===== src/rtl/flash_erase_pkg.sv =====
package flash_erase_pkg;

    typedef enum logic [3:0] {
        IDLE,
        SWE_WAIT,
        ESU_WAIT,
        PULSE,
        EOFF_WAIT,
        ESUOFF_WAIT,
        EV_WAIT,
        DUMMY,
        DUMMY_WAIT,
        SAMPLE,
        EVOFF_WAIT,
        DONE_ST,
        FAIL_ST
    } seq_state_t;

    function automatic int max_of(input int a, input int b);
        return (a > b) ? a : b;
    endfunction

    function automatic int width_for(input int v);
        return (v < 2) ? 1 : $clog2(v + 1);
    endfunction

endpackage


===== src/rtl/fes_us_timer.sv =====
module fes_us_timer #(
    parameter int CLK_MHZ = 16,
    parameter int US_W    = 14
) (
    input  logic            clk,
    input  logic            rst,
    input  logic            load,
    input  logic [US_W-1:0] load_us,
    output logic            zero
);
    localparam int PRE_W = (CLK_MHZ > 1) ? $clog2(CLK_MHZ) : 1;
    localparam logic [PRE_W-1:0] PRE_TOP = PRE_W'(CLK_MHZ - 1);

    logic [PRE_W-1:0] pre_q;
    logic [US_W-1:0]  us_q;
    logic             tick;

    // prescaler restarts on every load so each wait is cycle-exact
    assign tick = (pre_q == PRE_TOP);

    always_ff @(posedge clk) begin
        if (rst) begin
            pre_q <= '0;
            us_q  <= '0;
        end else if (load) begin
            pre_q <= '0;
            us_q  <= load_us;
        end else if (us_q != '0) begin
            if (tick) begin
                pre_q <= '0;
                us_q  <= us_q - 1'b1;
            end else begin
                pre_q <= pre_q + 1'b1;
            end
        end
    end

    assign zero = (us_q == '0);

endmodule


===== src/rtl/fes_pulse_count.sv =====
module fes_pulse_count #(
    parameter int MAX_PULSES = 120
) (
    input  logic clk,
    input  logic rst,
    input  logic clr,
    input  logic inc,
    output logic at_limit
);
    localparam int CW = flash_erase_pkg::width_for(MAX_PULSES);
    localparam logic [CW-1:0] LIMIT = CW'(MAX_PULSES);

    logic [CW-1:0] cnt_q;

    always_ff @(posedge clk) begin
        if (rst || clr) begin
            cnt_q <= '0;
        end else if (inc && (cnt_q != LIMIT)) begin
            cnt_q <= cnt_q + 1'b1;
        end
    end

    assign at_limit = (cnt_q >= LIMIT);

endmodule


===== src/rtl/fes_seq_fsm.sv =====
module fes_seq_fsm
    import flash_erase_pkg::*;
#(
    parameter int US_W         = 14,
    parameter int T_SWE_US     = 10,
    parameter int T_ESU_US     = 200,
    parameter int T_PULSE_US   = 10000,
    parameter int T_EOFF_US    = 10,
    parameter int T_ESUOFF_US  = 10,
    parameter int T_EV_US      = 20,
    parameter int T_DUMMY_US   = 2,
    parameter int T_EVOFF_US   = 5
) (
    input  logic            clk,
    input  logic            rst,
    input  logic            start,
    input  logic            verify_pass,
    input  logic            tmr_zero,
    input  logic            at_limit,
    output logic            tmr_load,
    output logic [US_W-1:0] tmr_us,
    output logic            cnt_clr,
    output logic            cnt_inc,
    output logic            swe,
    output logic            esu,
    output logic            ers,
    output logic            ev,
    output logic            dummy_wr,
    output logic            done,
    output logic            fail
);
    seq_state_t state_q, state_d;
    logic       passed_q;

    function automatic logic [US_W-1:0] wait_of(input seq_state_t s);
        logic [US_W-1:0] r;
        unique case (s)
            SWE_WAIT:    r = US_W'(T_SWE_US);
            ESU_WAIT:    r = US_W'(T_ESU_US);
            PULSE:       r = US_W'(T_PULSE_US);
            EOFF_WAIT:   r = US_W'(T_EOFF_US);
            ESUOFF_WAIT: r = US_W'(T_ESUOFF_US);
            EV_WAIT:     r = US_W'(T_EV_US);
            DUMMY_WAIT:  r = US_W'(T_DUMMY_US);
            EVOFF_WAIT:  r = US_W'(T_EVOFF_US);
            default:     r = '0;
        endcase
        return r;
    endfunction

    // next state
    always_comb begin
        state_d = state_q;
        unique case (state_q)
            IDLE:        if (start)    state_d = SWE_WAIT;
            SWE_WAIT:    if (tmr_zero) state_d = ESU_WAIT;
            ESU_WAIT:    if (tmr_zero) state_d = PULSE;
            PULSE:       if (tmr_zero) state_d = EOFF_WAIT;
            EOFF_WAIT:   if (tmr_zero) state_d = ESUOFF_WAIT;
            ESUOFF_WAIT: if (tmr_zero) state_d = EV_WAIT;
            EV_WAIT:     if (tmr_zero) state_d = DUMMY;
            DUMMY:                     state_d = DUMMY_WAIT;
            DUMMY_WAIT:  if (tmr_zero) state_d = SAMPLE;
            SAMPLE:                    state_d = EVOFF_WAIT;
            EVOFF_WAIT: begin
                if (tmr_zero) begin
                    if (passed_q)      state_d = DONE_ST;
                    else if (at_limit) state_d = FAIL_ST;
                    else               state_d = ESU_WAIT;
                end
            end
            DONE_ST:                   state_d = IDLE;
            FAIL_ST:                   state_d = IDLE;
            default:                   state_d = IDLE;
        endcase
    end

    // state register and verify latch
    always_ff @(posedge clk) begin
        if (rst) begin
            state_q  <= IDLE;
            passed_q <= 1'b0;
        end else begin
            state_q <= state_d;
            if (state_q == IDLE && start)
                passed_q <= 1'b0;
            else if (state_q == SAMPLE)
                passed_q <= verify_pass;
        end
    end

    assign tmr_load = (state_d != state_q);
    assign tmr_us   = wait_of(state_d);
    assign cnt_clr  = (state_q == IDLE) && start;
    assign cnt_inc  = (state_q == ESU_WAIT) && (state_d == PULSE);

    // Moore outputs
    always_comb begin
        swe      = 1'b0;
        esu      = 1'b0;
        ers      = 1'b0;
        ev       = 1'b0;
        dummy_wr = 1'b0;
        done     = 1'b0;
        fail     = 1'b0;
        unique case (state_q)
            IDLE:        ;
            SWE_WAIT:    swe = 1'b1;
            ESU_WAIT:    begin swe = 1'b1; esu = 1'b1; end
            PULSE:       begin swe = 1'b1; esu = 1'b1; ers = 1'b1; end
            EOFF_WAIT:   begin swe = 1'b1; esu = 1'b1; end
            ESUOFF_WAIT: swe = 1'b1;
            EV_WAIT:     begin swe = 1'b1; ev = 1'b1; end
            DUMMY:       begin swe = 1'b1; ev = 1'b1; dummy_wr = 1'b1; end
            DUMMY_WAIT:  begin swe = 1'b1; ev = 1'b1; end
            SAMPLE:      begin swe = 1'b1; ev = 1'b1; end
            EVOFF_WAIT:  swe = 1'b1;
            DONE_ST:     done = 1'b1;
            FAIL_ST:     fail = 1'b1;
            default:     ;
        endcase
    end

endmodule


===== src/rtl/flash_erase_seq.sv =====
module flash_erase_seq #(
    parameter int CLK_MHZ      = 16,
    parameter int T_SWE_US     = 10,
    parameter int T_ESU_US     = 200,
    parameter int T_PULSE_US   = 10000,
    parameter int T_EOFF_US    = 10,
    parameter int T_ESUOFF_US  = 10,
    parameter int T_EV_US      = 20,
    parameter int T_DUMMY_US   = 2,
    parameter int T_EVOFF_US   = 5,
    parameter int MAX_PULSES   = 120
) (
    input  logic clk,
    input  logic rst,
    input  logic start,
    input  logic verify_pass,
    output logic swe,
    output logic esu,
    output logic ers,
    output logic ev,
    output logic dummy_wr,
    output logic done,
    output logic fail
);
    import flash_erase_pkg::*;

    localparam int MAX_US = max_of(max_of(max_of(T_SWE_US, T_ESU_US), max_of(T_PULSE_US, T_EOFF_US)),
                                   max_of(max_of(T_ESUOFF_US, T_EV_US), max_of(T_DUMMY_US, T_EVOFF_US)));
    localparam int US_W = width_for(MAX_US);

    logic            tmr_load;
    logic [US_W-1:0] tmr_us;
    logic            tmr_zero;
    logic            cnt_clr;
    logic            cnt_inc;
    logic            at_limit;

    fes_us_timer #(.CLK_MHZ(CLK_MHZ), .US_W(US_W)) u_timer (
        .clk     (clk),
        .rst     (rst),
        .load    (tmr_load),
        .load_us (tmr_us),
        .zero    (tmr_zero)
    );

    fes_pulse_count #(.MAX_PULSES(MAX_PULSES)) u_count (
        .clk      (clk),
        .rst      (rst),
        .clr      (cnt_clr),
        .inc      (cnt_inc),
        .at_limit (at_limit)
    );

    fes_seq_fsm #(
        .US_W        (US_W),
        .T_SWE_US    (T_SWE_US),
        .T_ESU_US    (T_ESU_US),
        .T_PULSE_US  (T_PULSE_US),
        .T_EOFF_US   (T_EOFF_US),
        .T_ESUOFF_US (T_ESUOFF_US),
        .T_EV_US     (T_EV_US),
        .T_DUMMY_US  (T_DUMMY_US),
        .T_EVOFF_US  (T_EVOFF_US)
    ) u_fsm (
        .clk         (clk),
        .rst         (rst),
        .start       (start),
        .verify_pass (verify_pass),
        .tmr_zero    (tmr_zero),
        .at_limit    (at_limit),
        .tmr_load    (tmr_load),
        .tmr_us      (tmr_us),
        .cnt_clr     (cnt_clr),
        .cnt_inc     (cnt_inc),
        .swe         (swe),
        .esu         (esu),
        .ers         (ers),
        .ev          (ev),
        .dummy_wr    (dummy_wr),
        .done        (done),
        .fail        (fail)
    );

endmodule


===== config.mk =====
export PLATFORM = sky130hd
export DESIGN_NAME = flash_erase_seq
export DESIGN_NICKNAME = d
export VERILOG_FILES = /design/src/rtl/flash_erase_pkg.sv /design/src/rtl/fes_us_timer.sv /design/src/rtl/fes_pulse_count.sv /design/src/rtl/fes_seq_fsm.sv /design/src/rtl/flash_erase_seq.sv
export SDC_FILE = /design/constraint.sdc
export NUM_CORES = 1
export LEC_CHECK = 0
export CAP_MARGIN = 20
export CORE_AREA = 5 5 92 94
export DETAILED_ROUTE_END_ITERATION = 7
export DIE_AREA = 0 0 97 99
export GPL_ROUTABILITY_DRIVEN = 0
export SLEW_MARGIN = 5
export SYNTH_ARGS = -nofsm -noshare
export SYNTH_HDL_FRONTEND = slang
export SYNTH_HIERARCHICAL = 1
export SYNTH_SLANG_ARGS = --single-unit

===== constraint.sdc =====
create_clock -name clk -period 9.35 [get_ports clk]
set_clock_uncertainty 0.2 [all_clocks]
set_input_delay 1.87 -clock clk [delete_from_list [all_inputs] [get_ports clk]]
set_output_delay 1.87 -clock clk [all_outputs]
set_load 0.1 [all_outputs]

==> Implementation_results.wiki, run 1 <==
{| class="wikitable"
! Metric !! Value
|-
| Worst hold path depth || 2
|-
| Status || finished, final reports clean
|-
| Share of flip-flops with an asynchronous set or reset after synthesis || 0
|-
| CTS Root Buffer Type || sky130_fd_sc_hd__clkbuf_8
|-
| Peak supply drop || 66.4 uV
|-
| Final worst path period share || 0.514
|-
| Post-detailed-route via-to-cell ratio || 5.15
|-
| Max-slew violations || 0
|-
| Number of hold-repair buffers added at the cts stage || 0
|-
| Relative slew margins || 0.350
|-
| Distinct cell type count after synthesis || 66
|-
| Routed wire length per instance || 12.5 um
|-
| Yosys reg bits || 30
|-
| TritonCTS clock tree || done
|-
| Post-route ant nets || 0
|-
| HPWL after detailed placement || 3310 um
|-
| Area growth from synthesis to layout || 7.12%
|-
| Crit path max fanout || 14
|-
| Overall routed net length || 4660 um
|-
| Final non-filler cell total || 372
|-
| Initial Util || 0.292
|-
| Source of the worst register-to-register timing path || u_timer/us_q[0]$_SDFFE_PP0P_
|-
| Post-place setup slack || 4840 ps
|-
| Largest buffer count on any clock path || 2
|-
| Least setup slack across all paths after layout || 4540 ps
|-
| GRT Total Usage || 0.101
|-
| Wire length of the first global-routing pass || 8160 um
|-
| Count of maximum capacitance violations || 0
|-
| Hold path endpoint || u_timer/pre_q[1]$_SDFFE_PP0N_
|-
| Average cell area after synthesis || 8.17 sq um
|-
| Number of vias after detailed routing || 1,916
|-
| Reg area || 601 sq um
|-
| TritonCTS buffer count || 5
|-
| Leading post-synthesis cells by cell area || sky130_fd_sc_hd__dfxtp_1 27%, sky130_fd_sc_hd__nor2_1 4.7%, sky130_fd_sc_hd__ha_1 4.5%
|-
| Area taken by multi-input logic gates || 1370 sq um
|-
| IO Count || 11
|-
| Worst hold-check path type || reg2reg
|-
| Leakage power of the design || 0.824 nW
|-
| Sum of negative setup slack || 0 ps
|-
| Total Die Area || 9600 sq um
|-
| Setup crit end kind || output port
|-
| Total grt overflow || 0
|-
| Number of synthesized flops with an enable pin || 0
|-
| Instance count after placement with tap cells included || 364
|-
| Reg-to-Reg End || u_count/cnt_q[5]$_SDFFE_PP0P_
|-
| Core area || 7570 sq um
|-
| CTS clock-pin slew for the worst setup and hold paths || 60 ps
|-
| Count of input and output buffers || 10
|-
| Summed instance area of the synthesized netlist || 2210 sq um
|-
| Sink count of the clock tree || 30
|-
| Count of cells resized by post-cts repair || 0
|-
| Largest net degree at the start of global routing || 32
|-
| Die height || 99 um
|-
| Proportion of synthesized chip area in sequential cells || 0.271
|-
| Setup-failing EPs final || 0
|-
| Register-to-Register Path Depth || 15
|-
| Most used standard cells in the synthesized netlist || 30 x sky130_fd_sc_hd__dfxtp_1, 28 x sky130_fd_sc_hd__nor2_1, 23 x sky130_fd_sc_hd__nand2_1
|-
| PD cells || 282 nW/um^2
|-
| Most area-hungry cell type in the Yosys netlist || sky130_fd_sc_hd__dfxtp_1
|-
| H-tree depth || 2
|-
| Fraction of post-synthesis cell area in the top cell type by area || 0.271
|-
| Detailed Route Iter0 Violations || 88
|-
| Achievable Freq || 208 MHz
|-
| Clk_lat worst skew || 280 ps
|-
| Launch instance of the worst min-delay path || u_timer/pre_q[1]$_SDFFE_PP0N_
|-
| Critical setup path kind || reg2out
|-
| Most common cell in the netlist || sky130_fd_sc_hd__dfxtp_1
|-
| Nets || 281
|-
| Number of remaining DRC errors || 0
|-
| Required time worst endpoint || 7280 ps
|-
| Number of global-route vias before repair || 1,782
|-
| Final critical-path required period || 4810 ps
|-
| Post-Syn Instances || 271
|-
| Arrival time worst endpoint || 2740 ps
|-
| Number of warnings reported in the yosys synthesis log || 6
|-
| Count of TritonRoute iterations in the first routing pass || 4
|-
| Worst slew pin tran || 972 ps
|-
| Worst setup SP type || flop
|-
| Unrepaired setup endpoints after global routing || false
|-
| Post-CTS Setup Inserts || 0
|-
| Row Count || 32
|-
| Share of final-layout standard cells stronger than drive strength 1 || 0.111
|-
| Commonest register cell after synthesis || sky130_fd_sc_hd__dfxtp_1
|-
| Fillers || 806
|-
| Die width || 97 um
|-
| Register-to-register setup slack || 5250 ps
|-
| Number of diodes added for antenna fixing || 0
|-
| Final hold violation count || 0
|-
| Initial antenna violation count || 0
|}
==> cell families after synthesis <==
family,after synthesis,share of synthesized area
flops,30,0.271
simple gates,121,0.305
other cells,1,0.00169
fa+ha+maj,8,0.0452
xor+xnor,2,0.00792
compound gates,62,0.222
buf+inv,40,0.112
mux,7,0.0339
==> layout by cell type, fill, tap and decap left out, types with 3 or more instances in the layout <==
cell type / Yosys / layout
sky130_fd_sc_hd__dfxtp_1: 30 / 30
sky130_fd_sc_hd__nor2_1: 28 / 28
sky130_fd_sc_hd__nand2_1: 23 / 23
sky130_fd_sc_hd__inv_1: 17 / 17
sky130_fd_sc_hd__a21oi_1: 13 / 13
sky130_fd_sc_hd__or3_1: 11 / 11
sky130_fd_sc_hd__clkdlybuf4s50_1: 0 / 10
sky130_fd_sc_hd__nand3_1: 9 / 9
sky130_fd_sc_hd__a311oi_1: 9 / 9
sky130_fd_sc_hd__ha_1: 8 / 8
sky130_fd_sc_hd__nor3_1: 8 / 8
sky130_fd_sc_hd__o21ai_0: 7 / 7
sky130_fd_sc_hd__clkbuf_8: 0 / 6
sky130_fd_sc_hd__mux2i_1: 6 / 6
sky130_fd_sc_hd__nor4_1: 6 / 6
sky130_fd_sc_hd__or4_1: 6 / 6
sky130_fd_sc_hd__o31ai_1: 4 / 4
sky130_fd_sc_hd__or2_2: 3 / 3
sky130_fd_sc_hd__nand4_1: 3 / 3
sky130_fd_sc_hd__o21ai_1: 3 / 3
sky130_fd_sc_hd__and3_1: 3 / 3
sky130_fd_sc_hd__and2_1: 3 / 3
sky130_fd_sc_hd__conb_1: 1 / 3
sky130_fd_sc_hd__o31a_1: 3 / 3
==> worst max-delay path by stage <==
stage | from | endpoint | slack, ps | depth (start not counted)
after floorplan | u_fsm/state_q[3]$_SDFF_PP0_ | fail | 3740 | 2
after global placement | start | u_count/cnt_q[5]$_SDFFE_PP0P_ | 4910 | 11
after detailed placement | start | u_count/cnt_q[5]$_SDFFE_PP0P_ | 4840 | 11
after CTS | u_fsm/state_q[3]$_SDFF_PP0_ | fail | 4530 | 3
after global routing | u_fsm/state_q[3]$_SDFF_PP0_ | fail | 4360 | 3
final | u_fsm/state_q[3]$_SDFF_PP0_ | fail | 4540 | 3
==> critical path, stage by stage, from the launching register on <==
cell                              delay (ps)
sky130_fd_sc_hd__dfxtp_1                 660
sky130_fd_sc_hd__inv_1                   250
sky130_fd_sc_hd__nor4_1                  350
sky130_fd_sc_hd__clkdlybuf4s50_1        1190
==> power by group <==
| part | switching (mW) | internal, mW |
|---|---|---|
| sequential | 0.0468 | 0.160 |
| combinational | 0.220 | 0.133 |
| clock | 0.0492 | 0.0593 |
==> state kept, by name, summed over array words and instances, names as in the netlist <==
name	count
u_timer/us_q	14
u_fsm/passed_q	1
u_fsm/state_q	4
u_count/cnt_q	7
u_timer/pre_q	4
==> metrics by stage <==
stage | hold slack, ps | util | instance area, sq um | power [mW]
floorplan | 252 | - | 2220 | 0.532
global placement | 269 | 0.301 | 2280 | 0.556
detailed placement | 274 | 0.301 | 2280 | 0.560
CTS | 285 | 0.313 | 2370 | 0.675
global route | 311 | 0.313 | 2370 | 0.730
finish | 279 | 0.313 | 2370 | 0.668
==> layout make-up <==
cell class / instances / area share
multi-input cells: 203 / 0.578
inverters: 18 / 0.0306
clock inverters: 1 / 0.00211
clock buffers: 7 / 0.0364
well taps: 102 / 0.0538
repair buffers: 11 / 0.0454
flip-flops and latches: 30 / 0.253
==> routing by layer <==
metal	track usage	part of all wire	vias to the layer above
met5	0	0	-
met4	0.0400	0.017	0
met3	0.0269	0.027	7
met2	0.169	0.46	21
met1	0.123	0.49	909
li1	-	-	979
Note: power is estimated with default switching activity, not from simulation.
==> inputs of run 2 (changes only) <==
Clock period 9.35 ns to 3.9 ns, I/O delays scaled along.
==> Implementation_results.wiki, run 2 (synthesis results as in run 1) <==
{| class="wikitable"
! Metric !! Value
|-
| Die width || 97 um (unchanged)
|-
| Setup crit end kind || flop (was output port)
|-
| Register with the most flip-flops || u_timer/us_q (unchanged)
|-
| Worst slew pin tran || 686 ps (was 972 ps)
|-
| Row Count || 32 (unchanged)
|-
| Largest registers || u_timer/us_q (14), u_count/cnt_q (7) (unchanged)
|-
| Area growth from synthesis to layout || 11.9% (was 7.12%)
|-
| Number of vias after detailed routing || 1,955 (was 1,916)
|-
| Max-slew violations || 0 (unchanged)
|-
| Total grt overflow || 0 (unchanged)
|-
| Number of global-route vias before repair || 1,786 (was 1,782)
|-
| Area taken by multi-input logic gates || 1400 sq um (was 1370 sq um)
|-
| IO Count || 11 (unchanged)
|-
| Total Die Area || 9600 sq um (unchanged)
|-
| Number of remaining DRC errors || 0 (unchanged)
|-
| Least setup slack across all paths after layout || 132 ps (was 4540 ps)
|-
| Share of final-layout standard cells stronger than drive strength 1 || 0.195 (was 0.111)
|-
| Post-route ant nets || 0 (unchanged)
|-
| PD cells || 686 nW/um^2 (was 282 nW/um^2)
|-
| Critical setup path kind || reg2reg (was reg2out)
|-
| Die height || 99 um (unchanged)
|-
| Clk_lat worst skew || 280 ps (about the same)
|-
| Post-place setup slack || 187 ps (was 4840 ps)
|-
| Start point of the critical path || u_timer/us_q[0]$_SDFFE_PP0P_ (was u_fsm/state_q[3]$_SDFF_PP0_)
|-
| Detailed Route Iter0 Violations || 101 (was 88)
|-
| Largest register FFs || 14 (unchanged)
|-
| Overall routed net length || 4870 um (was 4660 um)
|-
| Leakage power of the design || 0.905 nW (was 0.824 nW)
|-
| Crit path max fanout || 6 (was 14)
|-
| HPWL after detailed placement || 3350 um (was 3310 um)
|-
| Count of TritonRoute iterations in the first routing pass || 4 (unchanged)
|-
| Initial Util || 0.292 (unchanged)
|-
| Count of input and output buffers || 10 (unchanged)
|-
| Achievable Freq || 265 MHz
|-
| Instance area after placement || 2310 sq um (was 2280 sq um)
|-
| Reg area || 601 sq um (unchanged)
|-
| Final core area utilization || 0.327 (was 0.313)
|-
| Sink count of the clock tree || 30 (unchanged)
|-
| TritonCTS clock tree || done (unchanged)
|-
| Final critical-path required period || 3770 ps
|-
| Count of maximum capacitance violations || 0 (unchanged)
|-
| CTS Root Buffer Type || sky130_fd_sc_hd__clkbuf_8 (unchanged)
|-
| Commonest cells after routing, fill and taps aside || 30 x sky130_fd_sc_hd__dfxtp_1, 28 x sky130_fd_sc_hd__nor2_1, 23 x sky130_fd_sc_hd__nand2_1 (unchanged)
|-
| Post-detailed-route via-to-cell ratio || 5.09 (was 5.15)
|-
| Final hold violation count || 0 (unchanged)
|-
| TritonCTS buffer count || 5 (unchanged)
|-
| Relative slew margins || 0.542 (was 0.350)
|-
| CTS clock-pin slew for the worst setup and hold paths || 70 ps (was 60 ps)
|-
| Number of diodes added for antenna fixing || 0 (unchanged)
|-
| Peak supply drop || 359 uV (was 66.4 uV)
|-
| Sum of negative setup slack || 0 ps (unchanged)
|-
| Number of hold-repair buffers added at the cts stage || 0 (unchanged)
|-
| Most common library cell in the layout ignoring fill and taps || sky130_fd_sc_hd__dfxtp_1 (unchanged)
|-
| Required time worst endpoint || 3920 ps (was 7280 ps)
|-
| Initial antenna violation count || 0 (unchanged)
|-
| H-tree depth || 2 (unchanged)
|-
| Final cell area excluding filler cells || 2480 sq um (was 2370 sq um)
|-
| Nets || 293 (was 281)
|-
| Power consumption || 1.70 mW (was 668 uW)
|-
| Worst setup SP type || flop (unchanged)
|-
| Fillers || 779 (was 806)
|-
| Arrival time worst endpoint || 3780 ps (was 2740 ps)
|-
| Launch instance of the worst min-delay path || u_timer/pre_q[1]$_SDFFE_PP0N_ (unchanged)
|-
| Worst hold-check path type || reg2reg (unchanged)
|-
| Setup-failing EPs final || 0 (unchanged)
|-
| Routed wire length per instance || 12.7 um (was 12.5 um)
|-
| Status || finished, final reports clean (unchanged)
|-
| Source of the worst register-to-register timing path || u_timer/us_q[0]$_SDFFE_PP0P_ (unchanged)
|-
| Largest net degree at the start of global routing || 22 (was 32)
|-
| GRT Total Usage || 0.103 (was 0.101)
|-
| Final worst path period share || 0.966
|-
| Wire length of the first global-routing pass || 8360 um (was 8160 um)
|-
| Core area || 7570 sq um (unchanged)
|-
| Largest buffer count on any clock path || 2 (unchanged)
|}
==> run 2: power by group <==
group          leakage, nW  internal, mW  switching [mW]
clock network       0.0482         0.142           0.118
registers            0.245         0.384           0.116
logic                0.612         0.396           0.542
==> run 2: cell type report <==
class	instances	share of cell area
multi-input combinational	203	0.567
sequential	30	0.242
timing repair buffer	22	0.0697
tap	102	0.0515
clock buffer	7	0.0348
inverter	18	0.0303
timing repair inverter	1	0.00253
clock inverter	1	0.00202
==> run 2: path summary, 6_finish.rpt <==
kind,end,cells past startpoint,slack (ps)
setup / recovery,u_count/cnt_q[6]$_SDFFE_PP0P_,15,130
hold / removal,u_timer/pre_q[1]$_SDFFE_PP0N_,2,280
setup reg to reg,u_count/cnt_q[6]$_SDFFE_PP0P_,15,130
hold reg to reg,u_timer/pre_q[1]$_SDFFE_PP0N_,2,280
==> run 2: repair_timing <==
action | in CTS | in global routing
resized for setup | 0 | 6
endpoints found under the setup margin | 0 | 4
setup buffers | 0 | 6
==> run 2: critical path, stage by stage (launching register included) <==
cell                      delay (ps)
sky130_fd_sc_hd__dfxtp_1         330
sky130_fd_sc_hd__inv_1            80
sky130_fd_sc_hd__ha_2            200
sky130_fd_sc_hd__or4b_4          470
sky130_fd_sc_hd__or4_4           600
sky130_fd_sc_hd__inv_8           100
sky130_fd_sc_hd__a32oi_1          90
sky130_fd_sc_hd__o21ai_1         210
sky130_fd_sc_hd__a22oi_2         130
sky130_fd_sc_hd__inv_1            90
sky130_fd_sc_hd__ha_1            190
sky130_fd_sc_hd__and3_4          190
sky130_fd_sc_hd__and4_4          270
sky130_fd_sc_hd__nand3_1         100
sky130_fd_sc_hd__or3_1           320
sky130_fd_sc_hd__a21oi_1         140
==> run 2: per-layer routing <==
layer  share of wire  global-route usage
met4           0.014              0.0356
met5               0                   0
met1            0.48               0.137
met3           0.027              0.0191
met2            0.48               0.167
==> run 2: through the flow <==
stage	std cells	hold WS (ps)
after global routing	384	312
final	384	280
after CTS	377	282
after detailed placement	369	272
after global placement	369	272
after floorplan	273	252
==> inputs of run 3 (changes only) <==
Settings changed: ABC_AREA set to 1, CORE_AREA 5 5 92 94 to 5 5 96 98, DIE_AREA 0 0 97 99 to 0 0 101 103, TNS_END_PERCENT set to 10.
Clock period 3.9 ns to 4.15 ns, I/O delays scaled along.
==> Implementation_results.wiki, run 3 <==
{| class="wikitable"
! Metric !! Value
|-
| Status || finished, final reports clean (unchanged)
|-
| Peak supply drop || 275 uV (was 359 uV)
|-
| Final non-filler cell total || 504 (was 384)
|-
| Leakage power of the design || 1.23 nW (was 0.905 nW)
|-
| H-tree depth || 2 (unchanged)
|-
| Largest registers || u_timer/us_q (14), u_count/cnt_q (7) (unchanged)
|-
| Largest net degree at the start of global routing || 19 (was 22)
|-
| Launch instance of the worst min-delay path || u_timer/us_q[1]$_SDFFE_PP0P_ (was u_timer/pre_q[1]$_SDFFE_PP0N_)
|-
| Worst hold-check path type || reg2reg (unchanged)
|-
| Sink count of the clock tree || 30 (unchanged)
|-
| Number of synthesized flops with an enable pin || 0 (unchanged)
|-
| Wire length of the first global-routing pass || 9000 um (was 8360 um)
|-
| TritonCTS buffer count || 5 (unchanged)
|-
| Routed wire length per instance || 10.4 um (was 12.7 um)
|-
| TritonCTS clock tree || done (unchanged)
|-
| PD cells || 648 nW/um^2 (was 686 nW/um^2)
|-
| Share of flip-flops with an asynchronous set or reset after synthesis || 0 (unchanged)
|-
| Distinct cell type count after synthesis || 36 (was 66)
|-
| Total Die Area || 10,400 sq um (was 9600 sq um)
|-
| Relative slew margins || 0.534 (was 0.542)
|-
| IO Count || 11 (unchanged)
|-
| CTS clock-pin slew for the worst setup and hold paths || 80 ps (was 70 ps)
|-
| Final critical-path required period || 3360 ps (was 3770 ps)
|-
| Number of warnings reported in the yosys synthesis log || 6 (unchanged)
|-
| Required time worst endpoint || 4130 ps (was 3920 ps)
|-
| Summed instance area of the synthesized netlist || 2380 sq um (was 2210 sq um)
|-
| Number of remaining DRC errors || 0 (unchanged)
|-
| Final core area utilization || 0.313 (was 0.327)
|-
| Post-CTS Setup Inserts || 0 (unchanged)
|-
| Number of diodes added for antenna fixing || 0 (unchanged)
|-
| Die width || 101 um (was 97 um)
|-
| Start point of the critical path || u_timer/us_q[0]$_SDFFE_PP0P_ (unchanged)
|-
| Most area-hungry cell type in the Yosys netlist || sky130_fd_sc_hd__dfxtp_1 (unchanged)
|-
| Detailed Route Iter0 Violations || 122 (was 101)
|-
| Setup-failing EPs final || 0 (unchanged)
|-
| Initial antenna violation count || 0 (unchanged)
|-
| Die height || 103 um (was 99 um)
|-
| Largest buffer count on any clock path || 2 (unchanged)
|-
| Source of the worst register-to-register timing path || u_timer/us_q[0]$_SDFFE_PP0P_ (unchanged)
|-
| Post-route ant nets || 0 (unchanged)
|-
| Final hold violation count || 0 (unchanged)
|-
| Post-detailed-route via-to-cell ratio || 4.56 (was 5.09)
|-
| Count of cells resized by post-cts repair || 0 (unchanged)
|-
| Setup crit end kind || flop (unchanged)
|-
| Most used standard cells in the synthesized netlist || 103 x sky130_fd_sc_hd__nand2_1, 65 x sky130_fd_sc_hd__nor2_1, 38 x sky130_fd_sc_hd__nand3_1 (was 30 x sky130_fd_sc_hd__dfxtp_1, 28 x sky130_fd_sc_hd__nor2_1, 23 x sky130_fd_sc_hd__nand2_1)
|-
| Arrival time worst endpoint || 3340 ps (was 3780 ps)
|-
| Total grt overflow || 0 (unchanged)
|-
| Count of TritonRoute iterations in the first routing pass || 4 (unchanged)
|-
| Crit path max fanout || 14 (was 6)
|-
| Most common cell in the netlist || sky130_fd_sc_hd__nand2_1 (was sky130_fd_sc_hd__dfxtp_1)
|-
| Post-Syn Instances || 387 (was 271)
|-
| Number of hold-repair buffers added at the cts stage || 0 (unchanged)
|-
| Largest register FFs || 14 (unchanged)
|-
| Number of vias after detailed routing || 2,299 (was 1,955)
|-
| Area growth from synthesis to layout || 10.1% (was 11.9%)
|-
| Yosys reg bits || 30 (unchanged)
|-
| Leading post-synthesis cells by cell area || sky130_fd_sc_hd__dfxtp_1 25%, sky130_fd_sc_hd__nand2_1 16%, sky130_fd_sc_hd__nor2_1 10% (was sky130_fd_sc_hd__dfxtp_1 27%, sky130_fd_sc_hd__nor2_1 4.7%, sky130_fd_sc_hd__ha_1 4.5%)
|-
| Critical setup path kind || reg2reg (unchanged)
|-
| Commonest register cell after synthesis || sky130_fd_sc_hd__dfxtp_1 (unchanged)
|-
| Achievable Freq || 298 MHz (was 265 MHz)
|-
| Final worst path period share || 0.810 (was 0.966)
|-
| Fraction of post-synthesis cell area in the top cell type by area || 0.252 (was 0.271)
|-
| Worst slew pin tran || 697 ps (was 686 ps)
|-
| Unrepaired setup endpoints after global routing || false
|-
| Max-slew violations || 0 (unchanged)
|-
| CTS Root Buffer Type || sky130_fd_sc_hd__clkbuf_8 (unchanged)
|-
| GRT Total Usage || 0.105 (was 0.103)
|-
| Number of global-route vias before repair || 2,040 (was 1,786)
|-
| Commonest cells after routing, fill and taps aside || 103 x sky130_fd_sc_hd__nand2_1, 65 x sky130_fd_sc_hd__nor2_1, 38 x sky130_fd_sc_hd__nand3_1 (was 30 x sky130_fd_sc_hd__dfxtp_1, 28 x sky130_fd_sc_hd__nor2_1, 23 x sky130_fd_sc_hd__nand2_1)
|-
| Worst setup SP type || flop (unchanged)
|-
| Core area || 8380 sq um (was 7570 sq um)
|-
| Share of final-layout standard cells stronger than drive strength 1 || 0.152 (was 0.195)
|-
| Sum of negative setup slack || 0 ps (unchanged)
|-
| Nets || 407 (was 293)
|-
| Register with the most flip-flops || u_timer/us_q (unchanged)
|-
| Overall routed net length || 5230 um (was 4870 um)
|-
| Instance count after placement with tap cells included || 496 (was 369)
|-
| Count of maximum capacitance violations || 0 (unchanged)
|-
| Initial Util || 0.284 (was 0.292)
|-
| Clk_lat worst skew || 290 ps (was 280 ps)
|-
| Row Count || 34 (was 32)
|-
| Most common library cell in the layout ignoring fill and taps || sky130_fd_sc_hd__nand2_1 (was sky130_fd_sc_hd__dfxtp_1)
|-
| Average cell area after synthesis || 6.15 sq um (was 8.17 sq um)
|-
| Count of input and output buffers || 10 (unchanged)
|-
| Proportion of synthesized chip area in sequential cells || 0.252 (was 0.271)
|-
| HPWL after detailed placement || 4000 um (was 3350 um)
|}
-- run 3: cell count changes after synthesis, moves of 9 or more --
cell                       delta
sky130_fd_sc_hd__nor2_1      +37
sky130_fd_sc_hd__nand2_2     +10
sky130_fd_sc_hd__or3_1       -11
sky130_fd_sc_hd__nand3_1     +29
sky130_fd_sc_hd__a311oi_1     -9
sky130_fd_sc_hd__o21ai_0     +10
sky130_fd_sc_hd__inv_2       +11
sky130_fd_sc_hd__nand2_1     +80
sky130_fd_sc_hd__inv_1       +13
-- run 3: worst paths after layout --
check                                  to  slack, ps  cells past startpoint
max          u_timer/us_q[5]$_SDFFE_PP0P_        790                     19
min reg2reg  u_timer/us_q[1]$_SDFFE_PP0P_        290                      2
min          u_timer/us_q[1]$_SDFFE_PP0P_        290                      2
max reg2reg  u_timer/us_q[5]$_SDFFE_PP0P_        790                     19
-- run 3: worst max-delay path, stage by stage, from the launching register on --
cell                       delay, ps
sky130_fd_sc_hd__dfxtp_1         320
sky130_fd_sc_hd__inv_1            90
sky130_fd_sc_hd__ha_1            240
sky130_fd_sc_hd__nand3_4         140
sky130_fd_sc_hd__nor2_8          190
sky130_fd_sc_hd__nand4_4         140
sky130_fd_sc_hd__clkinv_1        190
sky130_fd_sc_hd__nand2_1         120
sky130_fd_sc_hd__o21ai_0         170
sky130_fd_sc_hd__o21ai_0         150
sky130_fd_sc_hd__nand2_2         130
sky130_fd_sc_hd__nand2_1          60
sky130_fd_sc_hd__nand2_1          50
sky130_fd_sc_hd__nand2_1          60
sky130_fd_sc_hd__inv_1           330
sky130_fd_sc_hd__nand2_1         160
sky130_fd_sc_hd__nand2_4         180
sky130_fd_sc_hd__inv_4           110
sky130_fd_sc_hd__o21ai_0         160
sky130_fd_sc_hd__nor2_1           50
-- run 3: cell families after synthesis --
logic type                 Yosys count  share of synthesized area
buffers and inverters               57                      0.110
other                                1                    0.00157
and+or+nand+nor                    245                      0.490
AOI/OAI and AO/OA                   43                     0.0935
adders and majority gates            8                     0.0420
xor gates and xnor gates             3                     0.0110
DFF                                 30                      0.252
-- run 3: metal layers --
layer	part of all wire	GRT usage	up-vias
met5	0	0	-
met2	0.45	0.168	50
li1	-	-	1230
met4	0.0092	0.0276	0
met3	0.043	0.0271	6
met1	0.50	0.140	1013
-- run 3: stage by stage --
stage               hold slack [ps]  total power [mW]  cell area (sq um)  setup slack [ps]
floorplan                       247              1.31               2390               459
global placement                267              1.44               2530               893
detailed placement              275              1.44               2530               778
CTS                             286              1.71               2620               755
global route                    300              1.86               2620               401
finish                          285              1.70               2620               790
-- run 3: layout make-up --
class | instances | area [sq um]
tap | 108 | 135
multi-input combinational | 302 | 1530
clock inverter | 2 | 12.5
sequential | 30 | 601
inverter | 44 | 168
timing repair buffer | 12 | 97.6
fill | 915 | 5760
clock buffer | 6 | 82.6
-- run 3: where the power goes --
group	switching (mW)	total [mW]	internal, mW
Sequential	0.0786	0.432	0.354
Combinational	0.684	1.01	0.327
Clock	0.121	0.255	0.133
Total	0.884	1.70	0.814
